$ cat src/rtl/dyn_i2c_pkg.sv
package dyn_i2c_pkg;
  localparam int unsigned CMD_W     = 10;
  localparam int unsigned BYTE_W    = 8;
  localparam int unsigned START_BIT = 8;
  localparam int unsigned STOP_BIT  = 9;

  typedef enum logic [2:0] {
    ST_IDLE, ST_HOLD, ST_CNT, ST_START, ST_BIT, ST_ACK, ST_STOP, ST_HALT
  } seq_state_e;
endpackage

$ cat src/rtl/dyn_i2c_sync.sv
module dyn_i2c_sync #(
  parameter int unsigned N      = 2,
  parameter int unsigned STAGES = 2
) (
  input  logic         clk_i,
  input  logic         rst_ni,
  input  logic [N-1:0] d_i,
  output logic [N-1:0] q_o
);
  logic [N-1:0] stg_q [STAGES];

  for (genvar s = 0; s < STAGES; s++) begin : g_stg
    if (s == 0) begin : g_first
      always_ff @(posedge clk_i or negedge rst_ni)
        if (!rst_ni) stg_q[s] <= '1;
        else         stg_q[s] <= d_i;
    end else begin : g_next
      always_ff @(posedge clk_i or negedge rst_ni)
        if (!rst_ni) stg_q[s] <= '1;
        else         stg_q[s] <= stg_q[s-1];
    end
  end

  assign q_o = stg_q[STAGES-1];
endmodule

$ cat src/rtl/dyn_i2c_tick.sv
module dyn_i2c_tick #(
  parameter int unsigned DIV = 125
) (
  input  logic clk_i,
  input  logic rst_ni,
  output logic tick_o
);
  localparam int unsigned CW = (DIV > 2) ? $clog2(DIV) : 1;
  localparam logic [CW-1:0] LAST = CW'(DIV - 1);

  logic [CW-1:0] cnt_q;

  always_ff @(posedge clk_i or negedge rst_ni)
    if (!rst_ni)             cnt_q <= '0;
    else if (cnt_q == LAST)  cnt_q <= '0;
    else                     cnt_q <= cnt_q + 1'b1;

  assign tick_o = (cnt_q == LAST);
endmodule

$ cat src/rtl/dyn_i2c_busmon.sv
module dyn_i2c_busmon (
  input  logic clk_i,
  input  logic rst_ni,
  input  logic scl_i,
  input  logic sda_i,
  output logic busy_o,
  output logic idle_ev_o
);
  logic scl_p_q, sda_p_q, busy_q, idle_q;
  logic start_det, stop_det;

  assign start_det = scl_p_q & scl_i & sda_p_q & ~sda_i;
  assign stop_det  = scl_p_q & scl_i & ~sda_p_q & sda_i;

  always_ff @(posedge clk_i or negedge rst_ni)
    if (!rst_ni) begin
      scl_p_q <= 1'b1;
      sda_p_q <= 1'b1;
      busy_q  <= 1'b0;
      idle_q  <= 1'b0;
    end else begin
      scl_p_q <= scl_i;
      sda_p_q <= sda_i;
      idle_q  <= stop_det & busy_q;
      if (start_det)     busy_q <= 1'b1;
      else if (stop_det) busy_q <= 1'b0;
    end

  assign busy_o    = busy_q;
  assign idle_ev_o = idle_q;

  a_r10_busy_after_start: assert property (@(posedge clk_i) disable iff (!rst_ni)
    start_det |=> busy_o);
  a_r10_idle_not_busy: assert property (@(posedge clk_i) disable iff (!rst_ni)
    idle_ev_o |-> !busy_o);
endmodule

$ cat src/rtl/dyn_i2c_master.sv
module dyn_i2c_master
  import dyn_i2c_pkg::*;
#(
  parameter int unsigned DIV         = 125,
  parameter int unsigned SYNC_STAGES = 2
) (
  input  logic              clk_i,
  input  logic              rst_ni,
  input  logic              flush_i,
  input  logic              cmd_valid_i,
  input  logic [CMD_W-1:0]  cmd_word_i,
  output logic              cmd_ready_o,
  output logic              rx_valid_o,
  output logic [BYTE_W-1:0] rx_data_o,
  input  logic              scl_i,
  input  logic              sda_i,
  output logic              scl_oe_o,
  output logic              sda_oe_o,
  output logic              bus_busy_o,
  output logic              ev_nack_o,
  output logic              ev_arb_lost_o,
  output logic              ev_bus_idle_o
);
  localparam logic [2:0] MSB_IDX = 3'(BYTE_W - 1);

  logic scl_s, sda_s, tick;

  dyn_i2c_sync #(.N(2), .STAGES(SYNC_STAGES)) u_sync (
    .clk_i, .rst_ni, .d_i({scl_i, sda_i}), .q_o({scl_s, sda_s}));

  dyn_i2c_tick #(.DIV(DIV)) u_tick (.clk_i, .rst_ni, .tick_o(tick));

  dyn_i2c_busmon u_mon (
    .clk_i, .rst_ni, .scl_i(scl_s), .sda_i(sda_s),
    .busy_o(bus_busy_o), .idle_ev_o(ev_bus_idle_o));

  seq_state_e        state_q;
  logic [1:0]        ph_q;
  logic [2:0]        bit_q;
  logic [BYTE_W-1:0] sh_q, left_q;
  logic rd_q, addr_q, stop_q, fail_q;
  logic scl_oe_q, sda_oe_q, rx_v_q, nack_q, arb_q;
  logic pop, xfer_rd, last_rx, step;

  assign cmd_ready_o = state_q inside {ST_IDLE, ST_HOLD, ST_CNT};
  assign pop         = cmd_valid_i & cmd_ready_o;
  assign xfer_rd     = rd_q & ~addr_q;
  assign last_rx     = (left_q == BYTE_W'(1));
  // phase 2 acts only once SCL is really high (clock stretching)
  assign step        = tick & ((ph_q != 2'd2) | scl_s);

  always_ff @(posedge clk_i or negedge rst_ni)
    if (!rst_ni) begin
      state_q <= ST_IDLE;  ph_q <= '0;  bit_q <= '0;
      sh_q <= '0;  left_q <= '0;
      rd_q <= 1'b0;  addr_q <= 1'b0;  stop_q <= 1'b0;  fail_q <= 1'b0;
      scl_oe_q <= 1'b0;  sda_oe_q <= 1'b0;
      rx_v_q <= 1'b0;  nack_q <= 1'b0;  arb_q <= 1'b0;
    end else begin
      rx_v_q <= 1'b0;
      nack_q <= 1'b0;
      arb_q  <= 1'b0;
      if (flush_i) begin
        state_q <= ST_IDLE;  ph_q <= '0;  fail_q <= 1'b0;
        scl_oe_q <= 1'b0;  sda_oe_q <= 1'b0;
      end else begin
        unique case (state_q)
          ST_IDLE, ST_HOLD: if (pop) begin
            sh_q   <= cmd_word_i[BYTE_W-1:0];
            stop_q <= cmd_word_i[STOP_BIT];
            ph_q   <= '0;
            bit_q  <= MSB_IDX;
            if (cmd_word_i[START_BIT]) begin
              rd_q <= cmd_word_i[0];  addr_q <= 1'b1;  state_q <= ST_START;
            end else if (state_q == ST_HOLD) begin
              rd_q <= 1'b0;  addr_q <= 1'b0;  state_q <= ST_BIT;
            end
          end
          ST_CNT: if (pop) begin
            left_q <= cmd_word_i[BYTE_W-1:0];
            stop_q <= cmd_word_i[STOP_BIT];
            addr_q <= 1'b0;  ph_q <= '0;  bit_q <= MSB_IDX;
            if (cmd_word_i[BYTE_W-1:0] == '0)
              state_q <= cmd_word_i[STOP_BIT] ? ST_STOP : ST_HOLD;
            else
              state_q <= ST_BIT;
          end
          ST_START: if (step) begin
            ph_q <= ph_q + 2'd1;
            unique case (ph_q)
              2'd0: sda_oe_q <= 1'b0;
              2'd1: scl_oe_q <= 1'b0;
              2'd2: sda_oe_q <= 1'b1;
              default: begin scl_oe_q <= 1'b1;  state_q <= ST_BIT;  bit_q <= MSB_IDX; end
            endcase
          end
          ST_BIT: if (step) begin
            ph_q <= ph_q + 2'd1;
            unique case (ph_q)
              2'd0: sda_oe_q <= xfer_rd ? 1'b0 : ~sh_q[BYTE_W-1];
              2'd1: scl_oe_q <= 1'b0;
              2'd2: begin
                if (!xfer_rd && sh_q[BYTE_W-1] && !sda_s) begin
                  arb_q <= 1'b1;  scl_oe_q <= 1'b0;  sda_oe_q <= 1'b0;
                  state_q <= ST_HALT;
                end
                sh_q <= {sh_q[BYTE_W-2:0], sda_s};
              end
              default: begin
                scl_oe_q <= 1'b1;
                if (bit_q == '0) state_q <= ST_ACK;
                else             bit_q <= bit_q - 3'd1;
              end
            endcase
          end
          ST_ACK: if (step) begin
            ph_q <= ph_q + 2'd1;
            unique case (ph_q)
              2'd0: sda_oe_q <= xfer_rd & ~last_rx;
              2'd1: scl_oe_q <= 1'b0;
              2'd2: if (xfer_rd) begin
                rx_v_q <= 1'b1;  nack_q <= last_rx;
              end else if (sda_s) begin
                nack_q <= 1'b1;  fail_q <= 1'b1;
              end
              default: begin
                scl_oe_q <= 1'b1;
                if (xfer_rd) begin
                  left_q <= left_q - BYTE_W'(1);
                  if (last_rx) state_q <= stop_q ? ST_STOP : ST_HOLD;
                  else begin state_q <= ST_BIT;  bit_q <= MSB_IDX; end
                end else if (fail_q)        state_q <= ST_STOP;
                else if (addr_q && rd_q)    state_q <= ST_CNT;
                else                        state_q <= stop_q ? ST_STOP : ST_HOLD;
              end
            endcase
          end
          ST_STOP: if (step) begin
            ph_q <= ph_q + 2'd1;
            unique case (ph_q)
              2'd0: sda_oe_q <= 1'b1;
              2'd1: scl_oe_q <= 1'b0;
              2'd2: sda_oe_q <= 1'b0;
              default: state_q <= fail_q ? ST_HALT : ST_IDLE;
            endcase
          end
          default: ;
        endcase
      end
    end

  assign scl_oe_o      = scl_oe_q;
  assign sda_oe_o      = sda_oe_q;
  assign rx_valid_o    = rx_v_q;
  assign rx_data_o     = sh_q;
  assign ev_nack_o     = nack_q;
  assign ev_arb_lost_o = arb_q;

  a_r11_sda_steady_scl_high: assert property (@(posedge clk_i) disable iff (!rst_ni)
    (state_q inside {ST_BIT, ST_ACK} && !scl_oe_q) |=>
      (!(state_q inside {ST_BIT, ST_ACK}) || $stable(sda_oe_q)));
  a_r9_release_on_arb: assert property (@(posedge clk_i) disable iff (!rst_ni)
    ev_arb_lost_o |-> (!scl_oe_o && !sda_oe_o));
  a_r9_halt_on_arb: assert property (@(posedge clk_i) disable iff (!rst_ni)
    (ev_arb_lost_o && !flush_i) |-> !cmd_ready_o);
  a_r4_count_live: assert property (@(posedge clk_i) disable iff (!rst_ni)
    (state_q == ST_BIT && xfer_rd) |-> (left_q != '0));
endmodule

$ cat config.mk
export PLATFORM = sky130hd
export DESIGN_NAME = dyn_i2c_master
export DESIGN_NICKNAME = d
export VERILOG_FILES = /design/src/rtl/dyn_i2c_pkg.sv /design/src/rtl/dyn_i2c_sync.sv /design/src/rtl/dyn_i2c_tick.sv /design/src/rtl/dyn_i2c_busmon.sv /design/src/rtl/dyn_i2c_master.sv
export SDC_FILE = /design/constraint.sdc
export NUM_CORES = 1
export LEC_CHECK = 0
export BUFFER_PORTS_ARGS = -buffer_cell sky130_fd_sc_hd__buf_2
export CAP_MARGIN = 20
export CELL_PAD_IN_SITES_DETAIL_PLACEMENT = 2
export CELL_PAD_IN_SITES_GLOBAL_PLACEMENT = 2
export CORE_AREA = 8 8 96 98
export CTS_CLUSTER_SIZE = 28
export DETAILED_ROUTE_END_ITERATION = 8
export DIE_AREA = 0 0 104 106
export PLACE_DENSITY = 0.93
export SLEW_MARGIN = 20
export SYNTH_ARGS = -nofsm -noshare
export SYNTH_HDL_FRONTEND = slang
export SYNTH_HIERARCHICAL = 1
export SYNTH_SLANG_ARGS = --single-unit
export TNS_END_PERCENT = 100
$ cat constraint.sdc
create_clock -name clk_i -period 3.8 [get_ports clk_i]
set_clock_uncertainty 0.2 [all_clocks]
set_input_delay 0.38 -clock clk_i [delete_from_list [all_inputs] [get_ports clk_i]]
set_output_delay 0.38 -clock clk_i [all_outputs]
set_load 0.1 [all_outputs]
==> impl_metrics.tcl <==
set metrics [dict create \
    status "finished, final reports clean" \
    gp_congestion 0.8013 \
    synth-compound-area-share 0.2130 \
    cts_htree_levels 2 \
    die_area_sq_mm 0.01102 \
    diodes 0 \
    r2r_cells 6 \
    die_h_um 106 \
    netlist_instances 323 \
    clock-root-buffer "clkbuf_8" \
    leakagePower_uw 0.001373 \
    grt_antenna_before_repair 0 \
    grt_pass1_wl_um 16480 \
    ios 32 \
    cp_data_required_time_ns 3.76 \
    ys_types 70 \
    drive_gt1_frac 0.1800 \
    clockBufferDepth 2 \
    drt_iter0_markers 64 \
    core_area_sq_mm 0.007845 \
    drt.antenna.violating_nets 0 \
    hold_end "stop_q$_DFFE_PN0P_" \
    reg2reg_slack_ns 0.96 \
    ys_seq_area_frac 0.4123 \
    setup_viol 0 \
    final.min_clock_period_ns 2.840 \
    synthSimpleGateAreaFrac 0.2215 \
    cts.sinks 48 \
    critPathArrivalTime_ns 2.80 \
    hold_class "in2reg" \
    tritoncts "yes" \
    rows 33 \
    syn-cell-area_sq_mm 0.002932 \
    portBuffers 31 \
    synth.mux.area_fraction 0.03799 \
    post-cts-setup-buffers 0 \
    synth_xor_area_frac 0.01494 \
    yosys_warnings 6 \
    ys_async_sr_fraction 1.000 \
    vias 2650 \
    finalHoldViolations 0 \
    track_usage 0.1844 \
    dp_hpwl_um 7014 \
    p_per_area_mw_per_mm2 678.1 \
    dr.pass1.iters 4 \
    synth-seq-cells 48 \
    cts_made_buffers 5 \
    synth_fa_ha_area_frac 0.04609 \
    grt_pass1_vias 3114 \
    design_area_sq_mm 0.003264 \
    clk_latency_ns 0.32 \
    slew_violations 0 \
    utilization 0.4161 \
    max_freq_mhz 352.1 \
    rr_endpoint "rx_data_o[5]$_DFFE_PN0P_" \
    synth_edf_count 0 \
    nets 375 \
    finalCritPeriodShare 0.7475 \
    max_cap_viol_count 0 \
    finalPower_uw 2214 \
    grt_max_degree 49 \
    syn_nets 349 \
    die_w_um 104 \
    avgSynthCellArea_sq_um 9.076 \
    cp_max_fo 16 \
    rsz0062_at_grt "no" \
    hold_start "cmd_word_i[9]" \
    via_per_inst 5.824 \
    grt_overflow 0 \
    ys.flop_type "dfrtp_1" \
    place_area_sq_mm 0.003142 \
    drc_errors 0 \
    area_delta_synth_final_pct 11.35 \
    start_util 0.3737 \
    worst-setup-path-type "reg2reg" \
    reg2reg_from "u_tick/cnt_q[2]$_DFF_PN0_" \
    worst_slew_pin_slew_ns 0.9556 \
    cp-end-kind "register" \
    worstHoldPathCells 2 \
    wl_per_cell_um 21.66 \
    clk_pin_slew_ns 0.10 \
    final.setup.tns_ns 0 \
    irDropWorstVdd_v 0.0006027 \
    wl_um 9855 \
    synth_top_family_by_area "simple AND/OR/NAND/NOR gates" \
    start_kind "register" \
    slew_headroom 0.3586 \
]
-- per-stage QoR --
| step | instances | setup WS, ns | hold slack [ns] |
|---|---|---|---|
| 2_1_floorplan | 323 | 1.198 | -0.1156 |
| 3_3_place_gp | 444 | 1.189 | 0.1457 |
| 3_5_place_dp | 444 | 1.021 | 0.1559 |
| 4_1_cts | 454 | 1.033 | 0.09745 |
| 5_1_grt | 455 | 0.7002 | 0.1656 |
| 6_report | 455 | 0.9595 | 0.1572 |
-- timing repair --
| action | CTS | global route |
|---|---|---|
| endpoints found under the hold margin | 2 | 42 |
| gates resized for setup | 0 | 0 |
| hold buffers | 2 | 1 |
-- layer usage --
metal	up-vias	GRT usage	share of wire
li1	1220	-	-
met1	1365	0.2094	0.43
met4	0	0.08273	0.025
met2	46	0.3364	0.52
met3	19	0.02722	0.022
met5	-	0	0
-- final cells by class --
type / instances / area, sq um
fill: 887 / 4581
multi-input combinational: 242 / 1564
timing repair buffer: 38 / 217.7
tap: 105 / 131.4
clock inverter: 3 / 21.27
sequential: 48 / 1209
inverter: 14 / 52.55
clock buffer: 5 / 68.82
-- sequential cells by signal, summed over array words and instances (netlist names), 2 cells and up --
signal        flops
state_q           3
rx_data_o         8
ph_q              2
u_sync/stg_q      2
left_q            8
u_sync/q_o        2
bit_q             3
u_tick/cnt_q      7
-- worst max-delay path by stage --
stage,from,to,slack [ns],depth (start not counted)
after floorplan,state_q[1]$_DFFE_PN0P_,stop_q$_DFFE_PN0P_,1.20,6
after global placement,u_tick/cnt_q[2]$_DFF_PN0_,rx_data_o[1]$_DFFE_PN0P_,1.19,6
after detailed placement,u_tick/cnt_q[0]$_DFF_PN0_,rx_data_o[5]$_DFFE_PN0P_,1.02,7
after CTS,u_tick/cnt_q[0]$_DFF_PN0_,rx_data_o[5]$_DFFE_PN0P_,1.03,7
after global routing,u_tick/cnt_q[0]$_DFF_PN0_,rx_data_o[5]$_DFFE_PN0P_,0.70,7
final,u_tick/cnt_q[2]$_DFF_PN0_,rx_data_o[5]$_DFFE_PN0P_,0.96,6
-- worst max-delay path, cell delays in order, from the launching register on --
cell,delay (ns)
dfrtp_1,0.45
and4_4,0.23
and3_1,0.40
nand3_1,0.30
nor2_1,0.08
o21ai_1,0.74
o21ai_0,0.27
-- cell usage in the layout (no fill, tap or decap), drive strengths merged, types with 3 or more instances in the layout --
cell         count
xor2             3
dlygate4sd3      3
nor2b           10
mux2i           10
o311ai           3
inv             15
clkbuf           5
buf             35
nor3b            6
o21ai           31
nand2           29
nor3            10
a21oi           22
a31oi            7
dfstp            6
dfrtp           42
o2bb2ai          3
nor2            24
or3              3
ha              10
nand4            3
and2             3
nand3            9
o211ai           5
nand2b           5
nor4             5
-- report_power, final --
group,leakage [uW],switching (uW),internal [uW]
clock network,0.0000445,197,131
registers,0.000584,168,633
logic,0.000744,778,307
-- kinds of logic after synthesis --
group / after synthesis
buffers and inverters: 33
flip-flops: 48
AO/OA/AOI/OAI: 96
AND/OR/NAND/NOR: 119
adder cells (fa/ha/maj): 11
XOR/XNOR: 5
multiplexers: 11
-- Yosys cell counts (7+ instances only) --
cell type,instances,area [sq um]
nor2b_1,9,56.30
o21ai_0,25,125.1
nand2_1,29,108.9
nand3_1,8,40.04
nor3_1,8,40.04
inv_1,13,48.80
ha_1,10,125.1
buf_2,10,50.05
mux2i_1,10,100.1
a31oi_1,7,43.79
a21oi_1,20,100.1
dfrtp_1,42,1051
nor2_1,23,86.33
Power figures use the tool's default switching activity.
